$ cat src/rtl/fdc_host_port.sv
module fdc_host_port #(
  parameter int          RQM_DELAY = 4,
  parameter logic [7:0]  PORT_BASE = 8'hF4
) (
  input  logic       clk,
  input  logic       rst_n,
  input  logic [7:0] addr,
  input  logic       aen,
  input  logic       cs_n,
  input  logic       rd_n,
  input  logic       wr_n,
  input  logic [7:0] din,
  output logic [7:0] dout,
  output logic       dout_oe,
  input  logic [1:0] core_flags,
  input  logic [3:0] drive_busy,
  input  logic       tx_valid,
  input  logic [7:0] tx_byte,
  output logic       tx_ready,
  output logic       rx_valid,
  output logic [7:0] rx_byte,
  input  logic       rx_ready
);
  localparam int         CW       = $clog2(RQM_DELAY + 1);
  localparam logic [7:0] SEL_MASK = 8'hFE;
  localparam logic [CW-1:0] DLY   = CW'(RQM_DELAY);

  logic          rqm, dio, rx_pend, rd_prev, wr_prev;
  logic [7:0]    data_reg, wr_hold;
  logic [CW-1:0] cnt;

  wire hit    = !cs_n && !aen && ((addr & SEL_MASK) == (PORT_BASE & SEL_MASK));
  wire rd_cyc = hit && !rd_n && wr_n;
  wire dat_rd = rd_cyc && addr[0];
  wire dat_wr = hit && addr[0] && rd_n && !wr_n;
  wire rd_end = rd_prev && !dat_rd;
  wire wr_end = wr_prev && !dat_wr;
  wire host_take = rd_end && rqm && dio;
  wire host_give = wr_end && rqm && !dio;
  wire cnt_run   = cnt != '0;
  wire rx_fire   = rx_pend && rx_ready;
  wire tx_fire   = tx_valid && tx_ready;

  assign dout     = addr[0] ? data_reg : {rqm, dio, core_flags, drive_busy};
  assign dout_oe  = rd_cyc;
  assign tx_ready = !rx_pend && !cnt_run && !(rqm && dio) && !dat_wr && !wr_prev;
  assign rx_valid = rx_pend;
  assign rx_byte  = data_reg;

  always_ff @(posedge clk or negedge rst_n) begin
    if (!rst_n) begin
      rqm <= 1'b1; dio <= 1'b0; rx_pend <= 1'b0;
      rd_prev <= 1'b0; wr_prev <= 1'b0;
      data_reg <= '0; wr_hold <= '0; cnt <= '0;
    end else begin
      rd_prev <= dat_rd;
      wr_prev <= dat_wr;
      if (dat_wr) wr_hold <= din;
      if (cnt_run) begin
        cnt <= cnt - CW'(1);
        if (cnt == CW'(1)) rqm <= 1'b1;
      end
      if (host_take) begin
        rqm <= 1'b0; dio <= 1'b0; cnt <= DLY;
      end
      if (host_give) begin
        rqm <= 1'b0; data_reg <= wr_hold; rx_pend <= 1'b1;
      end
      if (rx_fire) begin
        rx_pend <= 1'b0; cnt <= DLY;
      end
      if (tx_fire) begin
        data_reg <= tx_byte; dio <= 1'b1; rqm <= 1'b0; cnt <= DLY;
      end
    end
  end

  assert_oe_only_read_R12: assert property (@(posedge clk) disable iff (!rst_n)
    dout_oe |-> (!cs_n && !aen && !rd_n && wr_n));
  assert_both_strobes_quiet_R5: assert property (@(posedge clk) disable iff (!rst_n)
    (!rd_n && !wr_n) |-> !dout_oe);
  assert_pending_not_ready_R4: assert property (@(posedge clk) disable iff (!rst_n)
    rx_valid |-> !rqm);
  assert_read_drops_ready_R7: assert property (@(posedge clk) disable iff (!rst_n)
    host_take |=> (!rqm && !dio));
  assert_core_byte_dir_R9: assert property (@(posedge clk) disable iff (!rst_n)
    tx_fire |=> (dio && !rqm));
  assert_ready_after_count_R8: assert property (@(posedge clk) disable iff (!rst_n)
    $rose(rqm) |-> $past(cnt) == CW'(1));
endmodule

$ cat config.mk
export PLATFORM = sky130hd
export DESIGN_NAME = fdc_host_port
export DESIGN_NICKNAME = d
export VERILOG_FILES = /design/src/rtl/fdc_host_port.sv
export SDC_FILE = /design/constraint.sdc
export NUM_CORES = 1
export LEC_CHECK = 0
export ABC_AREA = 1
export BUFFER_PORTS_ARGS = -buffer_cell sky130_fd_sc_hd__buf_2
export CORE_MARGIN = 2
export CORE_UTILIZATION = 31
export CTS_CLUSTER_SIZE = 24
export DETAILED_ROUTE_END_ITERATION = 10
export GPL_ROUTABILITY_DRIVEN = 0
export GPL_TIMING_DRIVEN = 0
export PLACE_DENSITY = 0.52
export SLEW_MARGIN = 20
export SYNTH_ARGS = -nofsm -noshare
export SYNTH_HDL_FRONTEND = slang
export SYNTH_SLANG_ARGS = --single-unit
export TNS_END_PERCENT = 1
$ cat constraint.sdc
create_clock -name clk -period 3.4 [get_ports clk]
set_clock_uncertainty 0.1 [all_clocks]
set_input_delay 0.34 -clock clk [delete_from_list [all_inputs] [get_ports clk]]
set_output_delay 0.34 -clock clk [all_outputs]
set_load 0.005 [all_outputs]
=== Word-level counts from Yosys, hierarchy flattened ===
Cells that the tools add are included.

* Register bits: 24
* Input port bits: 38
* Output and inout bits: 19
* Logic and storage cells: 67

* Add/sub/neg operators: 1
* Equality and inequality tests: 2
* Muxes and demuxes: 16
* Reductions and logical operators: 40

{| class="wikitable"
|+ Operator list
! cell !! number
|-
| 8-bit two-way mux || 3
|-
| 1-bit logical AND || 21
|-
| 3-bit two-way mux || 4
|-
| 4-bit nonzero test || 3
|-
| 1-bit logical NOT || 11
|-
| 1-bit two-way mux || 9
|-
| 7-bit equality test, second input constant || 1
|-
| 2-bit nonzero test || 3
|-
| 3-bit by 1-bit equality test with 1-bit output, second input constant || 1
|-
| 3-bit nonzero test || 1
|-
| 3-bit by 1-bit subtractor with 3-bit output, second input constant || 1
|-
| 2-bit AND reduction || 1
|}

=== Logic depth before layout (Yosys ltp) ===
Gate-level depths: netlist of run 1.

* Depth in word-level cells: 13
* Depth in mapped cells: 10
* Mapped depth without buffers: 9

=== Worst setup path after synthesis of run 1 ===
OpenSTA, ideal clock, no wires.

* Path kind: register to output
* Start point: register cnt[0]
* End point: output tx_ready
* Arrival: 1.223 ns
* Data required time: 2.960 ns
* Slack: 1.737 ns
* Stages on the path, launching flop included: 7
* Cell sequence: dfrtp_1 inv_1 ha_1 nand2_1 nor2_2 inv_1 nor2_1

* Cells in the longest elaborated chain, start to end: 6

{| class="wikitable"
|+ RTL lines
! item !! RTL line !! RTL
|-
| from (decl) || 30 || <nowiki>logic [CW-1:0] cnt;</nowiki>
|-
| from (signal assigned) || 60 || <nowiki>cnt <= cnt - CW'(1);</nowiki>
|-
| 3-bit nonzero test || 40 || <nowiki>wire cnt_run = cnt != '0;</nowiki>
|-
| 1-bit logical NOT || 46 || <nowiki>assign tx_ready = !rx_pend && !cnt_run && !(rqm && dio) && !dat_wr && !wr_prev;</nowiki>
|-
| 1-bit logical AND (4 in series) || 46 ||
|-
| to (decl) || 19 || <nowiki>output logic tx_ready,</nowiki>
|}

No other way between the ends.

=== Final worst setup path of run 1 ===
Ends and elaborated chain as after synthesis.

==> results of run 1 <==
[power breakdown]
part | leakage [nW] | internal [mW] | total (mW) | switching (mW)
sequential | 0.305 | 0.369 | 0.428 | 0.0587
clock | 0.0228 | 0.0839 | 0.179 | 0.0950
combinational | 0.738 | 0.168 | 0.358 | 0.190
[per-stage QoR]
stage          cell area (um2)  power (mW)  instances
2_1_floorplan             1408      0.6445        195
3_3_place_gp              1748      0.7933        302
3_5_place_dp              1748      0.7981        302
4_1_cts                   1803      0.9782        307
5_1_grt                   1803       1.059        307
6_report                  1803      0.9646        307
[registers in the layout, indices dropped and copies added (netlist names)]
signal	cells
rd_prev	1
cnt	3
dio	1
wr_prev	1
rqm	1
wr_hold	8
rx_valid	1
rx_byte	8
[area by class of cell]
type                    instances  share of cell area
multi-input cells             140              0.3754
repair buffers                 56              0.1582
well taps                      52             0.03609
plain buffers                   5             0.01735
inverters                      26             0.05413
clock buffers                   4             0.02498
flip-flops and latches         24              0.3338
[metal layers]
metal	share of wire	track usage	up-vias
li1	-	-	735
met1	0.48	0.1955	590
met2	0.47	0.2644	33
met3	0.045	0.01688	4
met4	0.0083	0.04612	0
met5	0	0	-
[what timing repair did]
item | CTS | global route
endpoints found under the hold margin | 23 | 0
hold buffers | 1 | 0
buffers inserted | 0 | 0
gates resized for setup | 0 | 0
[logic make-up (layout without fill, tap and decap cells)]
logic type / after synthesis / count (layout) / synth area share
compound gates: 5 / 5 / 0.01955
xor+xnor: 1 / 1 / 0.006223
fa+ha+maj: 3 / 3 / 0.02667
buf+inv: 31 / 91 / 0.09155
flops: 24 / 24 / 0.4276
mux: 1 / 1 / 0.007111
simple gates: 130 / 130 / 0.4213
[worst reg2reg max path: stages, from the launching register on]
cell	delay [ns]
dfrtp_1	0.39
inv_1	0.11
ha_1	0.20
nand2_1	0.14
nor2_2	0.40
nand3_2	0.14
buf_4	0.20
nand3_1	0.08
nand2_1	0.06
[layout by cell type (no fill, tap or decap), types with 2 or more instances in the layout]
| master | n |
|---|---|
| buf_2 | 56 |
| clkbuf_1 | 3 |
| clkbuf_8 | 3 |
| dfrtp_1 | 23 |
| ha_1 | 3 |
| inv_1 | 24 |
| nand2_1 | 79 |
| nand3_1 | 20 |
| nand3_2 | 2 |
| nand4_1 | 11 |
| nor2_1 | 11 |
| nor3_1 | 2 |
| o21ai_0 | 3 |
[worst paths after layout]
check | start | end | slack, ns | depth (start not counted)
max in group asynchronous | rst_n | rqm$_DFFE_PN1P_ | 2.34 | 2
worst min register to register | wr_hold[3]$_DFFE_PN0P_ | wr_hold[3]$_DFFE_PN0P_ | 0.39 | 2
worst max-delay path | cnt[0]$_DFFE_PN0P_ | tx_ready | 1.16 | 7
min in group asynchronous | rst_n | wr_hold[1]$_DFFE_PN0P_ | 0.48 | 2
worst min-delay path | din[2] | wr_hold[2]$_DFFE_PN0P_ | 0.15 | 3
worst max register to register | cnt[0]$_DFFE_PN0P_ | rx_byte[6]$_DFFE_PN0P_ | 1.49 | 8
==> run summary, run 1 <==
Pwr per Cell Area -> 535.0 nW/um2
Drt initial violations -> 39
Fmax -> 0.4467 GHz
I/O Buffers -> 55
CP Cell Sequence -> inv_1 -> ha_1 -> nand2_1 -> nor2_2 -> inv_1 -> nor2_1 -> buf_2
Starting Density -> 0.3233
Count of final max-slew check failures -> 0
Layout cells sized above 1 -> 0.2745
Pin count of the biggest net entering global routing -> 25
Post-synthesis cell area -> 1408 um2
Worst-Skew Late Latency -> 0.27 ns
Clock sinks -> 24
Drt drc -> 0
CTS Buf Count -> 3
Hold WS -> 0.1544 ns
Top_reg_cell synth -> dfrtp_1
Slew HR -> 0.5863
Congestion Overflow GR -> 0
Fin util -> 0.4141
Setup Total Neg Slack -> 0 ns
Routed WL per cell -> 11.33 um
Maximum clock path buffer count -> 2
Number of synthesized flops with an enable pin -> 0
Post-layout minimum cycle time -> 2.239 ns
Fin. Hold Viols -> 0
# fillers -> 485
Final Worst Setup Slack -> 1.161 ns
Synth area leader -> dfrtp_1
HP Class -> input port to flip-flop
Core area -> 4354 um2
Via density -> 4.436
DIE WIDTH -> 71.39 um
Post-DRT Antenna Nets -> 0
Most instantiated cells after synthesis -> nand2_1 (79), inv_1 (24), dfrtp_1 (23)
Boundary Pins -> 57
Static leakage -> 1.067 nW
Rows -> 24
Critical Path Slowest Stage Cell -> nor2_2
CP max FO -> 10
Final worst path period share -> 0.6584
Slew @ Worst Pin -> 0.6172 ns
Die Y -> 71.39 um
Post-synthesis sequential area ratio -> 0.4276
Worst-path clk slew -> 0.09 ns
Vias in the first global route -> 1,382
Crit path DAT -> 1.80 ns
Top cell type's share of synthesized area -> 0.4089
Die footprint -> 5096 um2
Syn Inst Count -> 195
Worst path bufs/invs -> 3
Estimated wirelength of the detail-placed design -> 2658 um
Final WL -> 3479 um
Maxcap violations -> 0
Multi-input gate area -> 676.9 um2
DRT Pass-1 Iters -> 4
DP Worst Slack -> 1.446 ns
Synth warn -> 0
Final setup fails -> 0
Startpoint type of the worst setup path -> flip-flop
N_diodes -> 0
Root Buffer -> clkbuf_8
Asr flop ratio synth -> 1.000
Nets -> 297
Vias -> 1,362
Crit-path max cell delay -> 0.40 ns
Unrepaired setup endpoints after global routing -> false
Crit path capture type -> output pin
Worst endpoint required time -> 2.96 ns
CTS tree -> done
Storage element area -> 601.8 um2
Mean post-synth cell area -> 7.218 um2
H-Tree Level Count -> 1
Global-route wire length before repair -> 6099 um
Status -> finished clean
Initial antenna violation count -> 0
Count of unique library cells instantiated by Yosys -> 26
CP dominant cell by count -> inv_1
Dominant cells by area after synthesis -> dfrtp_1 (41%), nand2_1 (21%), nand3_1 (7.1%)
Overall global routing resource usage -> 0.1509
Crit path max-delay family -> simple AND/OR/NAND/NOR gates
Yosys reg bits -> 24
Most numerous cell in the Yosys netlist -> nand2_1
CP Class -> flip-flop to output pin
Synth-to-layout area growth -> 28.09%
Mapped Nets -> 236
Worst VDD drop -> 0.0001511 V
Note: power is estimated with default switching activity, not from simulation.
==> run 2, diff against run 1 <==
==> constraint.sdc (replaced) <==
create_clock -name clk -period 2.1 [get_ports clk]
set_clock_uncertainty 0.1 [all_clocks]
set_input_delay 0.21 -clock clk [delete_from_list [all_inputs] [get_ports clk]]
set_output_delay 0.21 -clock clk [all_outputs]
set_load 0.005 [all_outputs]
==> run summary, run 2 (synthesized netlist as in run 1, its figures left out) <==
Status -> finished clean
Crit path max-delay family -> simple AND/OR/NAND/NOR gates
Setup Total Neg Slack -> 0 ns
Pin count of the biggest net entering global routing -> 25
Estimated wirelength of the detail-placed design -> 2658 um
Final worst path period share -> 0.8774
Hold Startpoint -> din[2]
CTS Buf Count -> 3
Sequential Power Share -> 0.436
Initial antenna violation count -> 0
Core area -> 4354 um2
Crit path capture type -> output pin
CP Class -> flip-flop to output pin
N_diodes -> 0
Crit path DAT -> 1.53 ns
Root Buffer -> clkbuf_8
Hold WS -> 0.02319 ns
I/O Buffers -> 55
Placed insts -> 302
Vias -> 1,370
Synth-to-layout area growth -> 29.87%
Drt initial violations -> 67
Boundary Pins -> 57
Congestion Overflow GR -> 0
Worst path bufs/invs -> 3
Final setup fails -> 0
NetSw -> 568.6 uW
Overall global routing resource usage -> 0.1518
Clock sinks -> 24
Reg-to-reg startpoint -> rqm$_DFFE_PN1P_
Worst-path clk slew -> 0.09 ns
Non-Filler Instances -> 308
DIE WIDTH -> 71.39 um
Startpoint type of the worst setup path -> flip-flop
Drt drc -> 0
Vias in the first global route -> 1,380
Via density -> 4.448
H-Tree Level Count -> 1
Maximum clock path buffer count -> 2
Commonest non-fill, non-tap cell in the layout -> nand2_1
Pwr per Cell Area -> 869.7 nW/um2
Post-layout minimum cycle time -> 1.842 ns
Static leakage -> 1.076 nW
CP max FO -> 3
Crit-path max cell delay -> 0.39 ns
Count of final max-slew check failures -> 0
CP dominant cell by count -> inv_1
Layout cells sized above 1 -> 0.2773
HP Class -> input port to flip-flop
Post-route cell area -> 1828 um2
Worst VDD drop -> 0.0002778 V
Combinational power share -> 0.381
DRT Pass-1 Iters -> 4
Unrepaired setup endpoints after global routing -> false
Die footprint -> 5096 um2
Critical Path Slowest Stage Cell -> dfrtp_1
Routed WL per cell -> 11.36 um
Fin. Hold Viols -> 0
Nets -> 298
CP Cell Sequence -> inv_1 -> ha_1 -> nand2_1 -> nor2_4 -> inv_1 -> nor2_1 -> buf_2
Fmax -> 0.5427 GHz
CTS tree -> done
Post-DRT Antenna Nets -> 0
Rows -> 24
Global-route wire length before repair -> 6134 um
Commonest cells after routing, fill and taps aside -> nand2_1 (79), buf_2 (56), inv_1 (24)
# fillers -> 481
Origin of the worst setup path -> cnt[0]$_DFFE_PN0P_
Maxcap violations -> 0
Worst endpoint required time -> 1.79 ns
Pint -> 1.021 mW
Slew @ Worst Pin -> 0.6303 ns
Die Y -> 71.39 um
Final WL -> 3498 um
Pwr Total -> 1.590 mW
Starting Density -> 0.3233
Worst-Skew Late Latency -> 0.27 ns
Placed inst area -> 1748 um2
Clk network pwr share -> 0.183
Slew HR -> 0.5775
Net Sw Frac -> 0.3577
Worst reg2reg setup slack -> 0.31 ns
==> run 2: cell count changes in the layout (fill, tap and decap cells not counted) <==
cell	before	now
buf_12	0	1
nor2_2	1	0
nor2_4	0	1
==> run 2: timing repair <==
action | CTS | global route
buffers inserted | 0 | 1
resized for setup | 1 | 0
pin swaps | 0 | 1
endpoints found under the setup margin | 1 | 1
hold buffers | 1 | 0
endpoints found under the hold margin | 23 | 0
cloned | 0 | 0
==> run 2: layout make-up <==
class	instances	area, um2	area share
Clock buffer	4	45.04	0.02464
Buffer	5	31.28	0.01711
Tap cell	52	65.06	0.03559
Sequential cell	24	601.8	0.3292
Timing Repair Buffer	57	305.3	0.1670
Multi-Input combinational cell	140	681.9	0.3730
Inverter	26	97.59	0.05339
==> run 2: per-layer routing <==
metal	track usage	part of all wire	routed length, um	up-vias
li1	-	-	-	737
met1	0.1982	0.48	1674	592
met2	0.2644	0.47	1646	37
met3	0.01688	0.042	148	4
met4	0.04612	0.0083	29	0
met5	0	0	0	-
==> run 2: stage by stage <==
step	utilization	setup WS, ns
after floorplan	-	0.4490
after global placement	0.4014	0.2080
after detailed placement	0.4014	0.2023
after CTS	0.4152	0.07582
after global routing	0.4198	0.1264
final	0.4198	0.2575
==> run 2: worst register-to-register path: cells and delay by family, from the launching register on <==
kind                   cells  cell delay, ns
and+or+nand+nor            4            0.98
buffers and inverters      1            0.06
DFF                        1            0.55
==> run 2: worst paths after layout <==
kind	end	depth (start not counted)
worst max-delay path	tx_ready	7
worst min-delay path	wr_hold[2]$_DFFE_PN0P_	3
worst max register to register	rx_byte[6]$_DFFE_PN0P_	5
worst min register to register	wr_hold[3]$_DFFE_PN0P_	2
max in group asynchronous	rqm$_DFFE_PN1P_	2
min in group asynchronous	wr_hold[1]$_DFFE_PN0P_	2
==> run 2: power groups by stage <==
stage	sequential, mW	clock, mW	combinational, mW
global placement	0.702	0	0.583
global route	0.718	0.310	0.713
detailed placement	0.704	0	0.588
CTS	0.694	0.297	0.601
finish	0.692	0.291	0.606
floorplan	0.693	0	0.351
